### config.mk
export PLATFORM = sky130hd
export DESIGN_NAME = sio_irq_unit
export DESIGN_NICKNAME = d
export VERILOG_FILES = /design/src/rtl/sio_irq_pkg.sv /design/src/rtl/sio_irq_tmo.sv /design/src/rtl/sio_irq_ovr.sv /design/src/rtl/sio_irq_regs.sv /design/src/rtl/sio_irq_unit.sv
export SDC_FILE = /design/constraint.sdc
export NUM_CORES = 1
export LEC_CHECK = 0
export BUFFER_PORTS_ARGS = -buffer_cell sky130_fd_sc_hd__buf_2
export CORE_AREA = 2 2 47 60
export DETAILED_ROUTE_END_ITERATION = 16
export DIE_AREA = 0 0 49 62
export GPL_TIMING_DRIVEN = 0
export MAX_ROUTING_LAYER = met4
export PLACE_DENSITY = 0.68
export SLEW_MARGIN = 20
export SYNTH_ARGS = -nofsm -noshare
export SYNTH_HDL_FRONTEND = slang
export SYNTH_SLANG_ARGS = --single-unit
export TNS_END_PERCENT = 50
### constraint.sdc
create_clock -name clk -period 1.57 [get_ports clk]
set_input_delay 0.2355 -clock clk [delete_from_list [all_inputs] [get_ports clk]]
set_output_delay 0.2355 -clock clk [all_outputs]
set_load 0.05 [all_outputs]
### src/rtl/sio_irq_pkg.sv
package sio_irq_pkg;
  localparam int NUM_IRQ = 4;
  localparam int REG_W   = 16;
  localparam int BIT_TX  = 3;
  localparam int BIT_RX  = 2;
  localparam int BIT_TMO = 1;
  localparam int BIT_OVR = 0;

  typedef enum logic [1:0] {
    ADDR_MASK = 2'd0,
    ADDR_RAW  = 2'd1,
    ADDR_MIS  = 2'd2,
    ADDR_CLR  = 2'd3
  } irq_addr_e;
endpackage

### src/rtl/sio_irq_tmo.sv
module sio_irq_tmo #(
  parameter int TMO_TICKS = 32
) (
  input  logic clk,
  input  logic rst_n,
  input  logic rx_empty,
  input  logic rx_push,
  input  logic rx_pop,
  input  logic bit_tick,
  input  logic sw_clr,
  output logic flag_q
);
  localparam int CNT_W = (TMO_TICKS > 1) ? $clog2(TMO_TICKS) : 1;
  localparam logic [CNT_W-1:0] LAST = CNT_W'(TMO_TICKS - 1);

  logic [CNT_W-1:0] cnt_q;
  logic             restart;
  logic             expire;

  assign restart = rx_empty | rx_push | rx_pop;
  assign expire  = !restart && bit_tick && (cnt_q == LAST);

  always_ff @(posedge clk) begin
    if (!rst_n) begin
      cnt_q <= '0;
    end else if (restart) begin
      cnt_q <= '0;
    end else if (bit_tick) begin
      cnt_q <= (cnt_q == LAST) ? '0 : cnt_q + 1'b1;
    end
  end

  always_ff @(posedge clk) begin
    if (!rst_n) begin
      flag_q <= 1'b0;
    end else if (expire) begin
      flag_q <= 1'b1;
    end else if (rx_pop || rx_empty || sw_clr) begin
      flag_q <= 1'b0;
    end
  end


  tmo_on_tick_chk: assert property (@(posedge clk) disable iff (!rst_n)
    $rose(flag_q) |-> $past(bit_tick) && !$past(rx_empty));


  tmo_pop_clear_chk: assert property (@(posedge clk) disable iff (!rst_n)
    rx_pop |=> !flag_q);
endmodule

### src/rtl/sio_irq_ovr.sv
module sio_irq_ovr (
  input  logic clk,
  input  logic rst_n,
  input  logic rx_full,
  input  logic rx_push,
  input  logic sw_clr,
  output logic flag_q
);
  always_ff @(posedge clk) begin
    if (!rst_n) begin
      flag_q <= 1'b0;
    end else if (rx_push && rx_full) begin
      flag_q <= 1'b1;
    end else if (sw_clr) begin
      flag_q <= 1'b0;
    end
  end


  ovr_sticky_chk: assert property (@(posedge clk) disable iff (!rst_n)
    flag_q && !sw_clr |=> flag_q);
endmodule

### src/rtl/sio_irq_regs.sv
module sio_irq_regs
  import sio_irq_pkg::*;
(
  input  logic               clk,
  input  logic               rst_n,
  input  logic [1:0]         reg_addr,
  input  logic               reg_wr,
  input  logic [REG_W-1:0]   reg_wdata,
  input  logic [NUM_IRQ-1:0] raw,
  output logic [NUM_IRQ-1:0] mask_q,
  output logic               clr_tmo,
  output logic               clr_ovr,
  output logic [REG_W-1:0]   reg_rdata
);
  irq_addr_e addr;
  logic      unused_hi;

  assign addr      = irq_addr_e'(reg_addr);
  assign unused_hi = ^reg_wdata[REG_W-1:NUM_IRQ];

  always_ff @(posedge clk) begin
    if (!rst_n) begin
      mask_q <= '0;
    end else if (reg_wr && addr == ADDR_MASK) begin
      mask_q <= reg_wdata[NUM_IRQ-1:0];
    end
  end

  assign clr_tmo = reg_wr && (addr == ADDR_CLR) && reg_wdata[BIT_TMO];
  assign clr_ovr = reg_wr && (addr == ADDR_CLR) && reg_wdata[BIT_OVR];

  always_comb begin
    reg_rdata = '0;
    case (addr)
      ADDR_MASK: reg_rdata[NUM_IRQ-1:0] = mask_q;
      ADDR_RAW:  reg_rdata[NUM_IRQ-1:0] = raw;
      ADDR_MIS:  reg_rdata[NUM_IRQ-1:0] = raw & mask_q;
      default:   reg_rdata = '0;
    endcase
  end


  rdata_upper_zero_chk: assert property (@(posedge clk) disable iff (!rst_n)
    reg_rdata[REG_W-1:NUM_IRQ] == '0);
endmodule

### src/rtl/sio_irq_unit.sv
module sio_irq_unit
  import sio_irq_pkg::*;
#(
  parameter int FIFO_DEPTH = 8,
  parameter int TMO_TICKS  = 32,
  parameter int LVL_W      = $clog2(FIFO_DEPTH + 1)
) (
  input  logic             clk,
  input  logic             rst_n,
  input  logic [LVL_W-1:0] tx_level,
  input  logic [LVL_W-1:0] rx_level,
  input  logic             rx_push,
  input  logic             rx_pop,
  input  logic             bit_tick,
  input  logic [1:0]       reg_addr,
  input  logic             reg_wr,
  input  logic [REG_W-1:0] reg_wdata,
  output logic [REG_W-1:0] reg_rdata,
  output logic             irq_tx_o,
  output logic             irq_rx_o,
  output logic             irq_tmo_o,
  output logic             irq_ovr_o,
  output logic             irq_any_o
);
  localparam logic [LVL_W-1:0] HALF = LVL_W'(FIFO_DEPTH / 2);
  localparam logic [LVL_W-1:0] FULL = LVL_W'(FIFO_DEPTH);

  logic [NUM_IRQ-1:0] raw;
  logic [NUM_IRQ-1:0] mask;
  logic [NUM_IRQ-1:0] irq_q;
  logic               irq_any_q;
  logic               tmo_flag, ovr_flag, clr_tmo, clr_ovr;
  logic               rx_empty, rx_full;

  assign rx_empty = (rx_level == '0);
  assign rx_full  = (rx_level >= FULL);

  assign raw[BIT_TX]  = (tx_level <= HALF);
  assign raw[BIT_RX]  = (rx_level >= HALF);
  assign raw[BIT_TMO] = tmo_flag;
  assign raw[BIT_OVR] = ovr_flag;

  sio_irq_tmo #(.TMO_TICKS(TMO_TICKS)) u_tmo (
    .clk(clk), .rst_n(rst_n), .rx_empty(rx_empty), .rx_push(rx_push),
    .rx_pop(rx_pop), .bit_tick(bit_tick), .sw_clr(clr_tmo), .flag_q(tmo_flag)
  );

  sio_irq_ovr u_ovr (
    .clk(clk), .rst_n(rst_n), .rx_full(rx_full), .rx_push(rx_push),
    .sw_clr(clr_ovr), .flag_q(ovr_flag)
  );

  sio_irq_regs u_regs (
    .clk(clk), .rst_n(rst_n), .reg_addr(reg_addr), .reg_wr(reg_wr),
    .reg_wdata(reg_wdata), .raw(raw), .mask_q(mask), .clr_tmo(clr_tmo),
    .clr_ovr(clr_ovr), .reg_rdata(reg_rdata)
  );

  for (genvar i = 0; i < NUM_IRQ; i++) begin : g_line
    always_ff @(posedge clk) begin
      if (!rst_n) irq_q[i] <= 1'b0;
      else        irq_q[i] <= raw[i] & mask[i];
    end
  end

  always_ff @(posedge clk) begin
    if (!rst_n) irq_any_q <= 1'b0;
    else        irq_any_q <= |(raw & mask);
  end

  assign irq_tx_o  = irq_q[BIT_TX];
  assign irq_rx_o  = irq_q[BIT_RX];
  assign irq_tmo_o = irq_q[BIT_TMO];
  assign irq_ovr_o = irq_q[BIT_OVR];
  assign irq_any_o = irq_any_q;


  irq_lag_chk: assert property (@(posedge clk) disable iff (!rst_n)
    1'b1 |=> irq_q == $past(raw & mask));


  irq_any_chk: assert property (@(posedge clk) disable iff (!rst_n)
    irq_any_o == (irq_q != '0));
endmodule

==> results of run 1 <==
[critical path, cell delays in order (launching register included)]
cell and delay [ns]:
dfxtp_2 0.35, ha_1 0.21, and3_4 0.20, ha_4 0.17, or4_1 0.48, a21oi_2 0.12
[routing by layer]
layer | track usage | share of wire | vias up
met4 | 0.0735 | 0.019 | 0
met3 | 0.0191 | 0.077 | 4
met5 | - | 0 | -
met2 | 0.198 | 0.50 | 36
met1 | 0.117 | 0.40 | 342
li1 | - | - | 389
[registers in the layout, indices dropped and copies added, names as in the netlist]
name / count
irq_rx_o: 1
irq_tx_o: 1
u_tmo.flag_q: 1
u_tmo.cnt_q: 5
irq_ovr_o: 1
u_ovr.flag_q: 1
irq_any_o: 1
u_regs.mask_q: 4
irq_tmo_o: 1
[cells in the final DEF (no fill, tap or decap), drive strengths merged, types with 2 or more instances in the layout]
cell	count
nor2	11
and3	4
a32o	4
nand2	4
a21oi	4
conb	12
nand2b	2
clkbuf	5
dfxtp	16
ha	2
nand4	2
inv	4
o21ai	3
buf	40
nor3b	2
nand3b	2
or4	2
mux2i	5
[cells by family after synthesis]
kind of cell    Yosys count  share of synthesized area
other cells               1                    0.00456
flops                    16                      0.390
fa+ha+maj                 2                     0.0304
buf+inv                  17                      0.132
simple gates             35                      0.254
mux                       5                     0.0609
compound gates           15                      0.128
[area by class of cell]
cell class | instances | area [um2] | share of cell area
multi-input combinational | 69 | 457 | 0.412
sequential | 16 | 323 | 0.291
timing repair buffer | 28 | 143 | 0.129
buffer | 13 | 93.8 | 0.0846
tap | 34 | 42.5 | 0.0383
clock buffer | 4 | 36.3 | 0.0327
inverter | 4 | 15.0 | 0.0135
[per-stage QoR]
step | instance area (um2) | hold WS [ns] | instances | utilization
2_1_floorplan | 863 | 0.327 | 102 | -
3_3_place_gp | 1040 | 0.436 | 163 | 0.408
3_5_place_dp | 1040 | 0.446 | 163 | 0.408
4_1_cts | 1100 | 0.146 | 168 | 0.433
5_1_grt | 1110 | 0.144 | 168 | 0.435
6_report | 1110 | 0.147 | 168 | 0.435
[what timing repair did]
item | in CTS | in global routing
setup endpoints to repair | 2 | 2
setup buffers | 1 | 0
hold endpoints to repair | 0 | 0
resized for setup | 5 | 2
[path summary, 6_finish.rpt]
check | start | end | depth (start not counted)
hold reg to reg | u_tmo.cnt_q[1] | u_tmo.cnt_q[1] | 2
setup / recovery | u_tmo.cnt_q[1] | u_tmo.cnt_q[3] | 5
setup reg to reg | u_tmo.cnt_q[1] | u_tmo.cnt_q[3] | 5
hold / removal | rx_pop | u_tmo.flag_q | 2
[where the power goes]
| group | switching [mW] | internal [mW] | total (mW) |
|---|---|---|---|
| clock | 0.121 | 0.141 | 0.262 |
| sequential | 0.00537 | 0.413 | 0.419 |
| combinational | 0.129 | 0.0626 | 0.191 |
==> flow_metrics.py, run 1 <==
metrics = {
    "synthesis": {
        "netlist-cell-type-count": 32,
        "ys_seq_elements": 16,
        "yosysTopAreaCell": "dfxtp_1",
        "yosysMostFrequentCell": "dfxtp_1",
        "yosys-top-cells-area": "dfxtp_1, buf_4, mux2i_1",
        "synth-edff-count": 0,
        "synth_commonest_cells": "dfxtp_1, buf_4, nor2_1",
        "synth_warnings": 0,
        "ys.flop_type": "dfxtp_1",
        "netlist_instances": 91,
        "syn_avg_cell_area_um2": 9.03,
        "synth_top_area_frac": 0.390,
        "seq_area_frac_synth": 0.390,
        "postSynth.asyncResetShare": 0,
        "synth_area_um2": 822,
    },
    "floorplanning": {
        "die-area_um2": 3040,
        "row_count": 21,
        "core_area_um2": 2550,
        "die_w_um": 49,
        "ioPinCount": 53,
        "start_util": 0.323,
        "die_y_um": 62,
    },
    "finish": {
        "syn2layout_area_growth_pct": 35.0,
        "antenna_cells": 0,
        "nets": 169,
        "filler_cell_count": 277,
        "drive_gt1_frac": 0.396,
    },
    "placed_design": {
        "pre_cts_ws_ns": -0.0979,
        "dp_hpwl_mm": 1.36,
        "routabilityCongestion": 0.800,
        "portBuffers": 27,
    },
    "drt": {
        "drt_iter0_markers": 12,
        "wl_per_cell_um": 10.1,
        "wl_mm": 1.69,
        "post_drt_via_cell_ratio": 4.59,
        "ant_nets": 0,
        "vias": 771,
        "firstDrtPassIters": 4,
        "drc": 0,
    },
    "sta": {
        "fmax_mhz": 633,
        "fin_crit_sh": 1.01,
        "rsz0062_at_grt": "yes",
        "fin_tns_setup_ns": -0.00862,
        "setup_viol": 1,
        "hold_viol": 0,
        "clock_skew_ns": 0.00140,
        "drv_slew": 0,
        "fin_ws_ns": -0.00862,
        "min_period_ns": 1.58,
    },
    "clocking": {
        "htreeDepth": 1,
        "cts.hold.buffers_added": 0,
        "cts_buffer_depth": 2,
        "ctsRootBufferMaster": "clkbuf_4",
        "clk_pin_slew_ns": 0.09,
        "clock_sinks": 16,
        "cts_tree": "done",
        "numCtsBuffers": 3,
        "clock_latency_ns": 0.27,
    },
    "power": {
        "p_per_area_nw_per_um2": 785,
        "power_uw": 872,
        "vdd_drop_max_mv": 0.414,
        "power_leakage_nw": 0.532,
    },
    "global_routing": {
        "grt.overflow.total": 0,
        "grt_first_pass_wirelength_mm": 2.57,
        "antenna_found_initial": 0,
        "grt_pass1_vias": 658,
        "grt.total_usage": 0.111,
        "grt_max_degree": 10,
    },
    "critical_path": {
        "end_kind": "flop",
        "rrSetupSlack_ns": -0.009,
        "crit_arrival_ns": 1.79,
        "path_class": "flop to flop",
        "start_kind": "flop",
        "critPathMaxFanout": 7,
        "critPathRequiredTime_ns": 1.78,
    },
    "job": {
        "drv_cap": 0,
    },
    "worst_hold_path": {
        "hold_class": "input pin to flop",
    },
    "run_status": {
        "status": "complete, but fails checks",
        "failed_checks": "setup timing",
    },
}
Note: power is estimated with default switching activity, not from simulation.
==> run 2, diff against run 1 <==
--- a/config.mk
+++ b/config.mk
@@ -11,9 +11,9 @@
 export DIE_AREA = 0 0 49 62
 export GPL_TIMING_DRIVEN = 0
 export MAX_ROUTING_LAYER = met4
-export PLACE_DENSITY = 0.68
+export PLACE_DENSITY = 0.65
 export SLEW_MARGIN = 20
 export SYNTH_ARGS = -nofsm -noshare
 export SYNTH_HDL_FRONTEND = slang
 export SYNTH_SLANG_ARGS = --single-unit
-export TNS_END_PERCENT = 50
+export TNS_END_PERCENT = 10
==> constraint.sdc (replaced) <==
create_clock -name clk -period 1.9 [get_ports clk]
set_input_delay 0.285 -clock clk [delete_from_list [all_inputs] [get_ports clk]]
set_output_delay 0.285 -clock clk [all_outputs]
set_load 0.05 [all_outputs]
==> flow_metrics.py, run 2 (synthesis gave the netlist of run 1 again) <==
metrics = {
    "clocking": {
        "cts.hold.buffers_added": 0,
        "cts_tree": "done",
        "clock_latency_ns": 0.28,
        "ctsRootBufferMaster": "clkbuf_4",
        "post_cts_resized": 0,
        "post_cts_buffers": 0,
        "clk_pin_slew_ns": 0.09,
        "cts_buffer_depth": 2,
        "numCtsBuffers": 3,
        "htreeDepth": 1,
        "clock_sinks": 16,
    },
    "power": {
        "vdd_drop_max_mv": 0.383,
        "power_leakage_nw": 0.531,
        "power_uw": 720,
        "p_per_area_nw_per_um2": 668,
    },
    "sta": {
        "fmax_mhz": 589,
        "hold_slack_ns": 0.195,
        "fin_tns_setup_ns": 0,
        "clock_skew_ns": 0.000357,
        "rsz0062_at_grt": "no",
        "fin_crit_sh": 0.894,
        "drv_slew": 0,
        "min_period_ns": 1.70,
        "setup_viol": 0,
        "hold_viol": 0,
        "fin_ws_ns": 0.201,
    },
    "drt": {
        "ant_nets": 0,
        "dr_wl_met2_um": 744,
        "post_drt_via_cell_ratio": 4.48,
        "wl_met1_um": 698,
        "drc": 0,
        "wl_per_cell_um": 9.49,
        "wl_mm": 1.58,
        "dr.max_layer_used": "met4",
        "drt_iter0_markers": 10,
        "firstDrtPassIters": 3,
        "route.met3.wl_um": 107,
        "vias": 748,
    },
    "critical_path": {
        "end_kind": "flop",
        "critPathMaxFanout": 7,
        "crit_arrival_ns": 1.92,
        "path_class": "flop to flop",
        "cp_common_cell": "ha_1",
        "r2r-start": "u_tmo.cnt_q[0]",
        "start_kind": "flop",
        "cp_slowest_stage_delay_ns": 0.49,
        "r2r-end": "u_tmo.cnt_q[3]",
        "critPathRequiredTime_ns": 2.12,
        "path_cells": "ha_1, and3_1, ha_1, or4_1, a21oi_1",
        "rrSetupSlack_ns": 0.20,
        "slowest_stage": "or4_1",
        "reg2reg_depth": 5,
    },
    "floorplanning": {
        "row_count": 21,
        "die_w_um": 49,
        "die-area_um2": 3040,
        "die_y_um": 62,
        "ioPinCount": 53,
        "core_area_um2": 2550,
        "start_util": 0.323,
    },
    "finish": {
        "nets": 168,
        "antenna_cells": 0,
        "largest_reg_flops": 5,
        "top_register": "u_tmo.cnt_q",
        "final_cell_mix": "buf_2, dfxtp_1, buf_4, conb_1, nor2_1",
        "drive_gt1_frac": 0.353,
        "filler_cell_count": 278,
        "layout_commonest_cell": "buf_2",
        "top_regs": "u_tmo.cnt_q (5), u_regs.mask_q (4)",
        "syn2layout_area_growth_pct": 31.0,
        "fin_util": 0.423,
    },
    "global_routing": {
        "antenna_found_initial": 0,
        "grt_max_degree": 10,
        "grt_pass1_vias": 674,
        "grt.total_usage": 0.119,
        "grt_first_pass_wirelength_mm": 2.68,
        "grt.overflow.total": 0,
    },
    "placed_design": {
        "routabilityCongestion": 0.768,
        "pre_cts_ws_ns": 0.219,
        "portBuffers": 27,
        "dp_hpwl_mm": 1.35,
    },
    "run_status": {
        "status": "complete, no violations",
    },
    "worst_hold_path": {
        "min_from": "rx_pop",
        "whs_path_depth": 2,
        "hold_class": "input pin to flop",
        "hold-path-endpoint": "u_tmo.flag_q",
    },
    "job": {
        "drv_cap": 0,
    },
}
==> run 2: per-stage QoR <==
step,instances,instance area [um2]
2_1_floorplan,102,863
3_3_place_gp,163,1040
3_5_place_dp,163,1040
4_1_cts,167,1080
5_1_grt,167,1080
6_report,167,1080
==> run 2: power by group <==
| part | switching [mW] | internal [mW] | leakage (nW) |
|---|---|---|---|
| clock | 0.102 | 0.117 | 0.0210 |
| sequential | 0.00477 | 0.341 | 0.130 |
| combinational | 0.105 | 0.0510 | 0.380 |
| total | 0.211 | 0.509 | 0.531 |
==> run 2: per-layer routing <==
metal | global-route usage | vias to the layer above
met5 | - | -
met4 | 0.0735 | 0
met3 | 0.0191 | 4
met2 | 0.205 | 27
met1 | 0.133 | 328
li1 | - | 389
==> run 2: critical path: cells and delay by family (launching register included) <==
kind / cells / cell delay [ns]
adder cells (fa/ha/maj): 2 / 0.48
AO/OA/AOI/OAI: 1 / 0.12
flip-flops: 1 / 0.35
AND/OR/NAND/NOR: 2 / 0.68
==> run 2: layout make-up <==
cell class	count	area (um2)	share of cell area
timing repair buffer	27	135	0.125
inverter	4	15.0	0.0139
multi-input combinational	69	434	0.403
tap	34	42.5	0.0395
clock buffer	4	36.3	0.0337
sequential	16	320	0.297
buffer	13	93.8	0.0871
==> run 2: how the worst max path moves through the flow <==
| stage | slack (ns) | endpoint | from |
|---|---|---|---|
| floorplan | 0.33 | u_tmo.cnt_q[3] | u_tmo.cnt_q[0] |
| global placement | 0.26 | u_tmo.cnt_q[3] | u_tmo.cnt_q[0] |
| detailed placement | 0.22 | u_tmo.cnt_q[3] | u_tmo.cnt_q[0] |
| CTS | 0.20 | u_tmo.cnt_q[3] | u_tmo.cnt_q[0] |
| global route | 0.02 | u_tmo.flag_q | u_tmo.cnt_q[0] |
| finish | 0.20 | u_tmo.cnt_q[3] | u_tmo.cnt_q[0] |
